==> config.mk <==
export PLATFORM = sky130hd
export DESIGN_NAME = ovl_guard
export DESIGN_NICKNAME = d
export VERILOG_FILES = /design/src/rtl/ovl_pkg.sv /design/src/rtl/ovl_qualify.sv /design/src/rtl/ovl_timer.sv /design/src/rtl/ovl_clean.sv /design/src/rtl/ovl_fsm.sv /design/src/rtl/ovl_guard.sv
export SDC_FILE = /design/constraint.sdc
export NUM_CORES = 1
export LEC_CHECK = 0
export BUFFER_PORTS_ARGS = -buffer_cell sky130_fd_sc_hd__buf_2
export CORE_UTILIZATION = 30
export CTS_CLUSTER_SIZE = 24
export DETAILED_ROUTE_END_ITERATION = 10
export GPL_TIMING_DRIVEN = 0
export PLACE_DENSITY = 0.53
export SETUP_SLACK_MARGIN = 0.15
export SYNTH_ARGS = -nofsm -noshare
export SYNTH_HDL_FRONTEND = slang
export SYNTH_HIERARCHICAL = 1
export SYNTH_SLANG_ARGS = --single-unit
==> constraint.sdc <==
create_clock -name clk -period 3.01 [get_ports clk]
set_input_delay 0.301 -clock clk [delete_from_list [all_inputs] [get_ports clk]]
set_output_delay 0.301 -clock clk [all_outputs]
set_load 0.05 [all_outputs]
==> src/rtl/ovl_pkg.sv <==
package ovl_pkg;
  typedef enum logic [1:0] {
    ST_MON  = 2'd0,
    ST_WAIT = 2'd1,
    ST_REQ  = 2'd2,
    ST_LOCK = 2'd3
  } sup_st_e;
endpackage

==> src/rtl/ovl_qualify.sv <==
module ovl_qualify #(
  parameter int QUAL_CYC = 2,
  localparam int QW = $clog2(QUAL_CYC + 1)
) (
  input  logic clk,
  input  logic rst_n,
  input  logic arm_i,
  input  logic flag_i,
  output logic hit_o
);
  logic [QW-1:0] hcnt_q, hcnt_d;

  always_comb begin
    hcnt_d = hcnt_q;
    if (!arm_i || !flag_i) begin
      hcnt_d = '0;
    end else if (hcnt_q < QW'(QUAL_CYC)) begin
      hcnt_d = hcnt_q + 1'b1;
    end
  end

  always_ff @(posedge clk or negedge rst_n) begin
    if (!rst_n) hcnt_q <= '0;
    else        hcnt_q <= hcnt_d;
  end

  assign hit_o = arm_i && flag_i && (hcnt_q >= QW'(QUAL_CYC));

  AST_HIT_NEEDS_HISTORY: assert property (@(posedge clk) disable iff (!rst_n)
    hit_o |-> $past(flag_i) && $past(arm_i));
endmodule

==> src/rtl/ovl_timer.sv <==
module ovl_timer #(
  parameter int TMR_W = 16
) (
  input  logic             clk,
  input  logic             rst_n,
  input  logic             load_i,
  input  logic [TMR_W-1:0] load_val_i,
  input  logic             dec_i,
  output logic             zero_o
);
  logic [TMR_W-1:0] cnt_q, cnt_d;

  always_comb begin
    cnt_d = cnt_q;
    if (load_i)                    cnt_d = load_val_i;
    else if (dec_i && cnt_q != '0) cnt_d = cnt_q - 1'b1;
  end

  always_ff @(posedge clk or negedge rst_n) begin
    if (!rst_n) cnt_q <= '0;
    else        cnt_q <= cnt_d;
  end

  assign zero_o = (cnt_q == '0);

  AST_WAIT_STEP: assert property (@(posedge clk) disable iff (!rst_n)
    (dec_i && !load_i && cnt_q != '0) |=> cnt_q == $past(cnt_q) - 1'b1);
endmodule

==> src/rtl/ovl_clean.sv <==
module ovl_clean #(
  parameter int TMR_W = 16
) (
  input  logic             clk,
  input  logic             rst_n,
  input  logic             en_i,
  input  logic [TMR_W-1:0] limit_i,
  output logic             done_o
);
  logic [TMR_W-1:0] cnt_q, cnt_d;

  always_comb begin
    cnt_d = cnt_q;
    if (!en_i)              cnt_d = '0;
    else if (cnt_q != '1)   cnt_d = cnt_q + 1'b1;
  end

  always_ff @(posedge clk or negedge rst_n) begin
    if (!rst_n) cnt_q <= '0;
    else        cnt_q <= cnt_d;
  end

  assign done_o = en_i && (cnt_q >= limit_i);

  AST_CLEAN_RESTARTS: assert property (@(posedge clk) disable iff (!rst_n)
    !en_i |=> cnt_q == '0);
endmodule

==> src/rtl/ovl_fsm.sv <==
module ovl_fsm
  import ovl_pkg::*;
#(
  parameter int CNT_W = 4
) (
  input  logic             clk,
  input  logic             rst_n,
  input  logic             hit_i,
  input  logic             retry_i,
  input  logic [CNT_W-1:0] max_i,
  input  logic             clr_i,
  input  logic             clean_i,
  input  logic             wait_zero_i,
  output sup_st_e          st_o,
  output logic             wait_load_o,
  output logic [CNT_W-1:0] tries_o
);
  sup_st_e          st_q, st_d;
  logic [CNT_W-1:0] tries_q, tries_d;

  always_comb begin
    st_d        = st_q;
    tries_d     = tries_q;
    wait_load_o = 1'b0;
    unique case (st_q)
      ST_MON: begin
        if (hit_i) begin
          if (retry_i && tries_q < max_i) begin
            st_d        = ST_WAIT;
            tries_d     = tries_q + 1'b1;
            wait_load_o = 1'b1;
          end else begin
            st_d = ST_LOCK;
          end
        end else if (clr_i || clean_i) begin
          tries_d = '0;
        end
      end
      ST_WAIT: if (wait_zero_i) st_d = ST_REQ;
      ST_REQ:  st_d = ST_MON;
      ST_LOCK: begin
        if (clr_i) begin
          st_d    = ST_MON;
          tries_d = '0;
        end
      end
      default: st_d = ST_LOCK;
    endcase
  end

  always_ff @(posedge clk or negedge rst_n) begin
    if (!rst_n) begin
      st_q    <= ST_MON;
      tries_q <= '0;
    end else begin
      st_q    <= st_d;
      tries_q <= tries_d;
    end
  end

  assign st_o    = st_q;
  assign tries_o = tries_q;

  AST_LOCK_HOLDS: assert property (@(posedge clk) disable iff (!rst_n)
    (st_q == ST_LOCK && !clr_i) |=> st_q == ST_LOCK);
  AST_BUDGET_SPENT: assert property (@(posedge clk) disable iff (!rst_n)
    (st_q == ST_MON && hit_i && tries_q >= max_i) |=> st_q == ST_LOCK);
  AST_TRY_COUNTED: assert property (@(posedge clk) disable iff (!rst_n)
    (st_q == ST_MON && hit_i && retry_i && tries_q < max_i)
      |=> tries_q == $past(tries_q) + 1'b1);
  AST_CLEAR_EXITS: assert property (@(posedge clk) disable iff (!rst_n)
    (st_q == ST_LOCK && clr_i) |=> (st_q == ST_MON && tries_q == '0));
endmodule

==> src/rtl/ovl_guard.sv <==
module ovl_guard
  import ovl_pkg::*;
#(
  parameter int CNT_W    = 4,
  parameter int TMR_W    = 16,
  parameter int QUAL_CYC = 2
) (
  input  logic             clk,
  input  logic             rst_n,
  input  logic             ovl_flag_i,
  input  logic             run_i,
  input  logic             cfg_retry_i,
  input  logic [CNT_W-1:0] cfg_max_tries_i,
  input  logic [TMR_W-1:0] cfg_wait_i,
  input  logic [TMR_W-1:0] cfg_clean_i,
  input  logic             user_clr_i,
  output logic             kill_o,
  output logic             restart_o,
  output logic             fault_o,
  output logic [CNT_W-1:0] tries_o,
  output logic             pg_ok_o
);
  sup_st_e st;
  logic    in_mon, hit, wait_load, wait_zero, clean_done;

  assign in_mon = (st == ST_MON);

  ovl_qualify #(.QUAL_CYC(QUAL_CYC)) u_qual (
    .clk(clk), .rst_n(rst_n), .arm_i(run_i && in_mon),
    .flag_i(ovl_flag_i), .hit_o(hit)
  );

  ovl_timer #(.TMR_W(TMR_W)) u_wait (
    .clk(clk), .rst_n(rst_n), .load_i(wait_load), .load_val_i(cfg_wait_i),
    .dec_i(st == ST_WAIT), .zero_o(wait_zero)
  );

  ovl_clean #(.TMR_W(TMR_W)) u_clean (
    .clk(clk), .rst_n(rst_n), .en_i(in_mon && run_i && !ovl_flag_i),
    .limit_i(cfg_clean_i), .done_o(clean_done)
  );

  ovl_fsm #(.CNT_W(CNT_W)) u_fsm (
    .clk(clk), .rst_n(rst_n), .hit_i(hit), .retry_i(cfg_retry_i),
    .max_i(cfg_max_tries_i), .clr_i(user_clr_i), .clean_i(clean_done),
    .wait_zero_i(wait_zero), .st_o(st), .wait_load_o(wait_load),
    .tries_o(tries_o)
  );

  assign kill_o    = hit || !in_mon;
  assign restart_o = (st == ST_REQ);
  assign fault_o   = (st == ST_LOCK);
  assign pg_ok_o   = in_mon && !ovl_flag_i;

  AST_KILL_AT_HIT: assert property (@(posedge clk) disable iff (!rst_n)
    hit |-> kill_o && !pg_ok_o);
  AST_PG_WITH_KILL: assert property (@(posedge clk) disable iff (!rst_n)
    kill_o |-> !pg_ok_o);
  AST_RESTART_SINGLE: assert property (@(posedge clk) disable iff (!rst_n)
    restart_o |=> !restart_o && !kill_o);
endmodule

# Yosys cells after proc, flatten, opt, wreduce, memory -nomap -nowiden

Cells that the tools add are included.
Widths: inputs -> output; s select.

Latch bits: 0
Output and inout bits: 8
Input port bits: 42
ROM bits: 0
Memory bits (writable): 0
Logic and storage cells: 64
Memories: 0
Register bits after elaboration: 40

Shift-type cells: 0
Add/subtract/negate cells: 4
$mul: 0
Order comparisons: 4
Mux-type cells: 19
Reduce and logical (&&, ||, !) cells: 22
Bitwise logic cells: 0
Divide/modulo/power cells: 0
Eq/ne operators: 10

Operators with widths:

| operator              | count |
|---|---|
| $mux 16               | 4 |
| $add 16x1->16 const B | 1 |
| $ge 16x16->1          | 1 |
| $logic_not 16->1      | 1 |
| $mux 4                | 4 |
| $ne 16x16->1 const B  | 1 |
| $reduce_bool 16->1    | 1 |
| $sub 16x1->16 const B | 1 |
| $mux 2                | 6 |
| $logic_and 1x1->1     | 8 |
| $pmux 2 s4            | 1 |
| $pmux 4 s2            | 1 |
| $reduce_bool 2->1     | 3 |
| $add 4x1->4 const B   | 1 |
| $eq 2x2->1 const B    | 2 |
| $lt 4x4->1            | 1 |
| $ne 2x1->1 const B    | 2 |
| $ne 2x2->1 const B    | 2 |
| $reduce_and 4->1      | 1 |
| $logic_not 1->1       | 3 |
| $logic_or 1x1->1      | 3 |
| $mux 1                | 3 |
| $ne 3x1->1 const B    | 1 |
| $ne 3x2->1 const B    | 1 |
| other kinds (6)       | 6 |

# Logic depth before layout (Yosys ltp)

Word-level depth: 8
Gate-level depth with buffers: 11
Depth with buffers taken out: 10

# By module

The synthesis kept the hierarchy.

Modules (own cells, without submodules):

| module      | seq. area each (um^2) | instances | area each (um^2) | cells each |
|---|---|---|---|---|
| ovl_clean   | 400.4                 | 1         | 1241.2           | 140 |
| ovl_timer   | 400.4                 | 1         | 1063.5           | 124 |
| ovl_fsm     | 150.1                 | 1         | 466.7            | 47 |
| ovl_qualify | 50.0                  | 1         | 98.8             | 11 |
| ovl_guard   | 0.0                   | 1         | 50.0             | 7 |

# Least setup slack after synthesis

Ideal clock, no wire load.

Kind: flip-flop to flip-flop
Start: register u_fsm.tries_q[3] (netlist: u_fsm/tries_o[3])
End: register u_wait.cnt_q[12]
Arrival: 2.285 ns
Cell stages (with the launch flop): 10
Period minus slack after synthesis: 2.367 ns
Library setup time: 0.082 ns
Buffers on the path: 2
Required time: 2.928 ns
Setup slack: 0.643 ns
Path through: dfrtp_1 > ha_1 > o211ai_2 > o211a_4 > and2_1 > clkbuf_1 > inv_1 > clkbuf_1 > nor2_1 > a31oi_1

Word-level cells in the longest chain between the ends: 6
Elaborated cells on any way between the ends: 7
Those cells by class: order compare: 1; mux: 4; reduce/logical: 2

Ends and longest elaborated chain:

| item                                         | line            | text |
|---|---|---|
| from (decl)                                  | ovl_fsm.sv:19   | `logic [CNT_W-1:0] tries_q, tries_d;` |
| from (signal assigned)                       | ovl_fsm.sv:57   | `tries_q <= tries_d;` |
| $lt 4x4->1 (*)                               | ovl_fsm.sv:28   | `if (retry_i && tries_q < max_i) begin` |
| $logic_and 1x1->1 (*)                        | ovl_fsm.sv:28   |  |
| $mux 1 (*)                                   | ovl_fsm.sv:28   |  |
| $mux 1 (*)                                   | ovl_fsm.sv:27   | `if (hit_i) begin` |
| $mux 1 (*)                                   | ovl_fsm.sv:25   | `unique case (st_q)` |
| named net wait_load                          | ovl_guard.sv:24 | `logic in_mon, hit, wait_load, wait_zero, clean_done;` |
| $mux 16 or $reduce_bool 2->1 (tied branches) | n/a             |  |
| to (signal assigned)                         | ovl_timer.sv:21 | `else cnt_q <= cnt_d;` |
| to (decl)                                    | ovl_timer.sv:11 | `logic [TMR_W-1:0] cnt_q, cnt_d;` |

Mark *: on every way through the listed nets, which the timed path passes. The rest lies on a longest branch.
A chain may end at the register's enable or synchronous reset.

# Worst setup path after layout

Start: register u_clean.cnt_q[0]
End: register u_fsm.tries_q[1] (netlist: u_fsm/tries_o[1])

Word-level cells in the longest chain between the ends: 5

Ends and longest elaborated chain:

| item                       | line            | text |
|---|---|---|
| from (decl)                | ovl_clean.sv:10 | `logic [TMR_W-1:0] cnt_q, cnt_d;` |
| from (signal assigned)     | ovl_clean.sv:20 | `else cnt_q <= cnt_d;` |
| $ge 16x16->1               | ovl_clean.sv:23 | `assign done_o = en_i && (cnt_q >= limit_i);` |
| $logic_and 1x1->1          | ovl_clean.sv:23 |  |
| named net clean_done       | ovl_guard.sv:24 |  |
| $logic_or 1x1->1           | ovl_fsm.sv:35   | `end else if (clr_i \|\| clean_i) begin` |
| $ne 3x1->1 (no line)       | n/a             |  |
| $reduce_and 4->1 (no line) | n/a             |  |

The timed path passes the listed nets, and every way through them passes these cells.

==> impl_results.md <==
* Critical path's top delay family: compound AO/OA/AOI/OAI gates
* Synth top area share at 34.3%
* Total negative slack at 0 ns
* Sequential area share after synthesis at 34.3%
* MaxCap Viol Count at 0
* First-pass GRT wire length at 11700 um
* Initial core utilization at 31.3%
* GR Util All Layers at 14.3%
* Via count at 2612
* Mapped Cells at 329
* CP max stage delay at 0.42 ns
* Port buffer count at 49
* Initial antenna violation count at 0
* Pin count of the biggest net entering global routing at 41
* Num CTS Buffers at 5
* Crit. End Element: flip-flop
* Final setup fails at 0
* Leak at 1.55 nW
* Htree depth at 2
* Worst VDD drop at 0.230 mV
* Routed len/inst at 13.2 um
* Ant. Diodes at 0
* Layout cell share with drive strength beyond 1 at 21.1%
* Least-Margin Pin Slew at 0.948 ns
* Critical Path AT at 2.90 ns
* Yosys reg bits at 40
* Row cnt at 35
* Min-delay worst type: in2async
* DR DRC count at 0
* Clk slew on worst S/H paths at 0.09 ns
* Place WS at -0.0187 ns
* Final total power at 1.65 mW
* Clk_lat worst skew at 0.30 ns
* Max Clock Skew at 0.00730 ns
* Crit-path slowest cell: a2111o_1
* Vias in the first global route at 2448
* P&R area growth vs syn at 18.1%
* Max FO, Critical Path at 4
* Critical path required time at 3.24 ns
* Min cycle time layout at 2.67 ns
* Final Slew Violations at 0
* Global placer's final weighted congestion at 0.781
* Clock tree buffer depth at 2
* Cells on worst reg2reg path at 10
* Die W at 101 um
* Final Util at 37.0%
* Netlist cell types at 65
* P per Cell Area at 479 mW/mm^2
* Achievable Freq at 374 MHz
* Ys Warns at 6
* Routed Antenna Nets at 0
* GRT overflow at 0
* Final Hold Slack at 0.142 ns
* Syn Area/Cell at 8.88 um^2
* Worst Setup Start Kind: flip-flop
* # nets final at 453
* Status: finished, final reports clean
* I/O pin count at 50
* CTS Hold Buffers Added at 0
* Top-count cell post-synth: dfrtp_1
* Die height at 101 um
* Tcrit/Tclk final at 88.7%
* Core area at 0.00933 mm^2
* Worst Path Buf+Inv at 1
* Post-synth ARST share at 100%
* Vias/cell at 5.04
* Setup WS post-layout at 0.339 ns
* CP Cell Sequence: inv_1 -> ha_1 -> nand2b_1 -> a2111o_1 -> a311oi_1 -> o22ai_1 -> nor2_1 -> nor4_2 -> a211oi_2 -> mux2i_1
* Setup CP Type: reg2reg
* Root Driver: clkbuf_8
* Hpwl dp at 4940 um
* Crit path depth at 10
* Clock sinks at 40
* CTS tree: built
* Post-synth top cells: dfrtp_1 (40), inv_1 (33), nand2_1 (24), nor2_1 (24), ha_1 (23)
* Post-synth EDFFs at 0
* First-pass iteration count of the detailed router at 4
* Post-synth top area cell: dfrtp_1
* 1st-iter DRT viols at 103
* Worst slew margin at 36.8%
* Die Area at 0.0101 mm^2
* Hold Vio Cnt, Final at 0
* Synth Net Count at 394
* Synthesized area at 0.00292 mm^2
* Largest cells by area after synthesis: dfrtp_1 (34%), ha_1 (9.9%), inv_1 (4.2%)
* RSZ-0062 raised after global routing: yes
* WL final at 6810 um
* Ys flop type: dfrtp_1
==> layer usage <==
metal / vias up / part of all wire, % / GRT usage, %
li1: 1339 / - / -
met1: 1225 / 52 / 20.8
met2: 46 / 44 / 22.1
met3: 2 / 3.0 / 2.22
met4: 0 / 0.68 / 3.34
met5: - / 0 / 0
==> registers in the layout, indices dropped and copies added (netlist names) <==
| register | count |
|---|---|
| u_wait/cnt_q | 16 |
| u_clean/cnt_q | 16 |
| u_fsm/st_o | 2 |
| u_fsm/tries_o | 4 |
| u_qual/hcnt_q | 2 |
==> cell type report <==
| cell class | count | area [um^2] |
|---|---|---|
| plain buffers | 9 | 47.5 |
| clock buffers | 5 | 68.8 |
| clock inverters | 3 | 18.8 |
| fillers | 981 | 5880 |
| inverters | 33 | 124 |
| multi-input cells | 247 | 1760 |
| flip-flops and latches | 40 | 1000 |
| well taps | 129 | 161 |
| repair buffers | 52 | 268 |
==> cells by family after synthesis <==
family          share of synthesized area (%)
compound gates                           19.0
xor+xnor                                 1.80
fa+ha+maj                                9.85
buf+inv                                  5.74
flops                                    34.3
mux                                      2.61
simple gates                             26.7
==> metrics by stage <==
stage | cell area (um^2) | cells
floorplan | 2920 | 329
global placement | 3330 | 507
detailed placement | 3330 | 507
global route | 3450 | 518
finish | 3450 | 518
CTS | 3420 | 515
==> worst paths after layout <==
check,start,endpoint,slack (ns)
max,u_clean/cnt_q[0]$_DFFE_PN0P_,u_fsm/tries_o[1]$_DFFE_PN0P_,0.34
min reg2reg,u_clean/cnt_q[11]$_DFFE_PN0P_,u_clean/cnt_q[11]$_DFFE_PN0P_,0.55
max reg2reg,u_clean/cnt_q[0]$_DFFE_PN0P_,u_fsm/tries_o[1]$_DFFE_PN0P_,0.34
min in group clk,cfg_wait_i[14],u_wait/cnt_q[14]$_DFFE_PN0P_,0.21
min,rst_n,u_fsm/tries_o[1]$_DFFE_PN0P_,0.14
max in group asynchronous,rst_n,u_fsm/st_o[1]$_DFFE_PN0P_,2.22
==> power breakdown <==
part / switching [mW] / leakage, nW / internal, mW
clock: 0.207 / 0.0479 / 0.162
sequential: 0.141 / 0.499 / 0.638
combinational: 0.276 / 1.01 / 0.227
total: 0.625 / 1.55 / 1.03
==> repair_timing <==
item,4_1_cts,5_1_grt
buffers inserted,0,3
gates resized for setup,2,5
endpoints found under the setup margin,12,14
==> placed cells by master, fill, tap and decap left out, types with 4 or more instances in the layout <==
master / n
buf_2: 51
dfrtp_1: 39
inv_1: 33
nand2_1: 24
nor2_1: 24
ha_1: 23
a21oi_1: 16
o21ai_0: 14
nor3_1: 8
nand3_1: 8
a31oi_1: 8
or4_1: 8
nor2b_1: 7
or3_1: 7
nand4_1: 7
o31ai_1: 6
o21ai_1: 6
clkbuf_8: 5
and4_1: 5
mux2i_1: 5
xnor2_1: 5
nand2b_1: 4
and3_1: 4
nor4_1: 4
and2_1: 4
(Power assumes the default switching activity.)
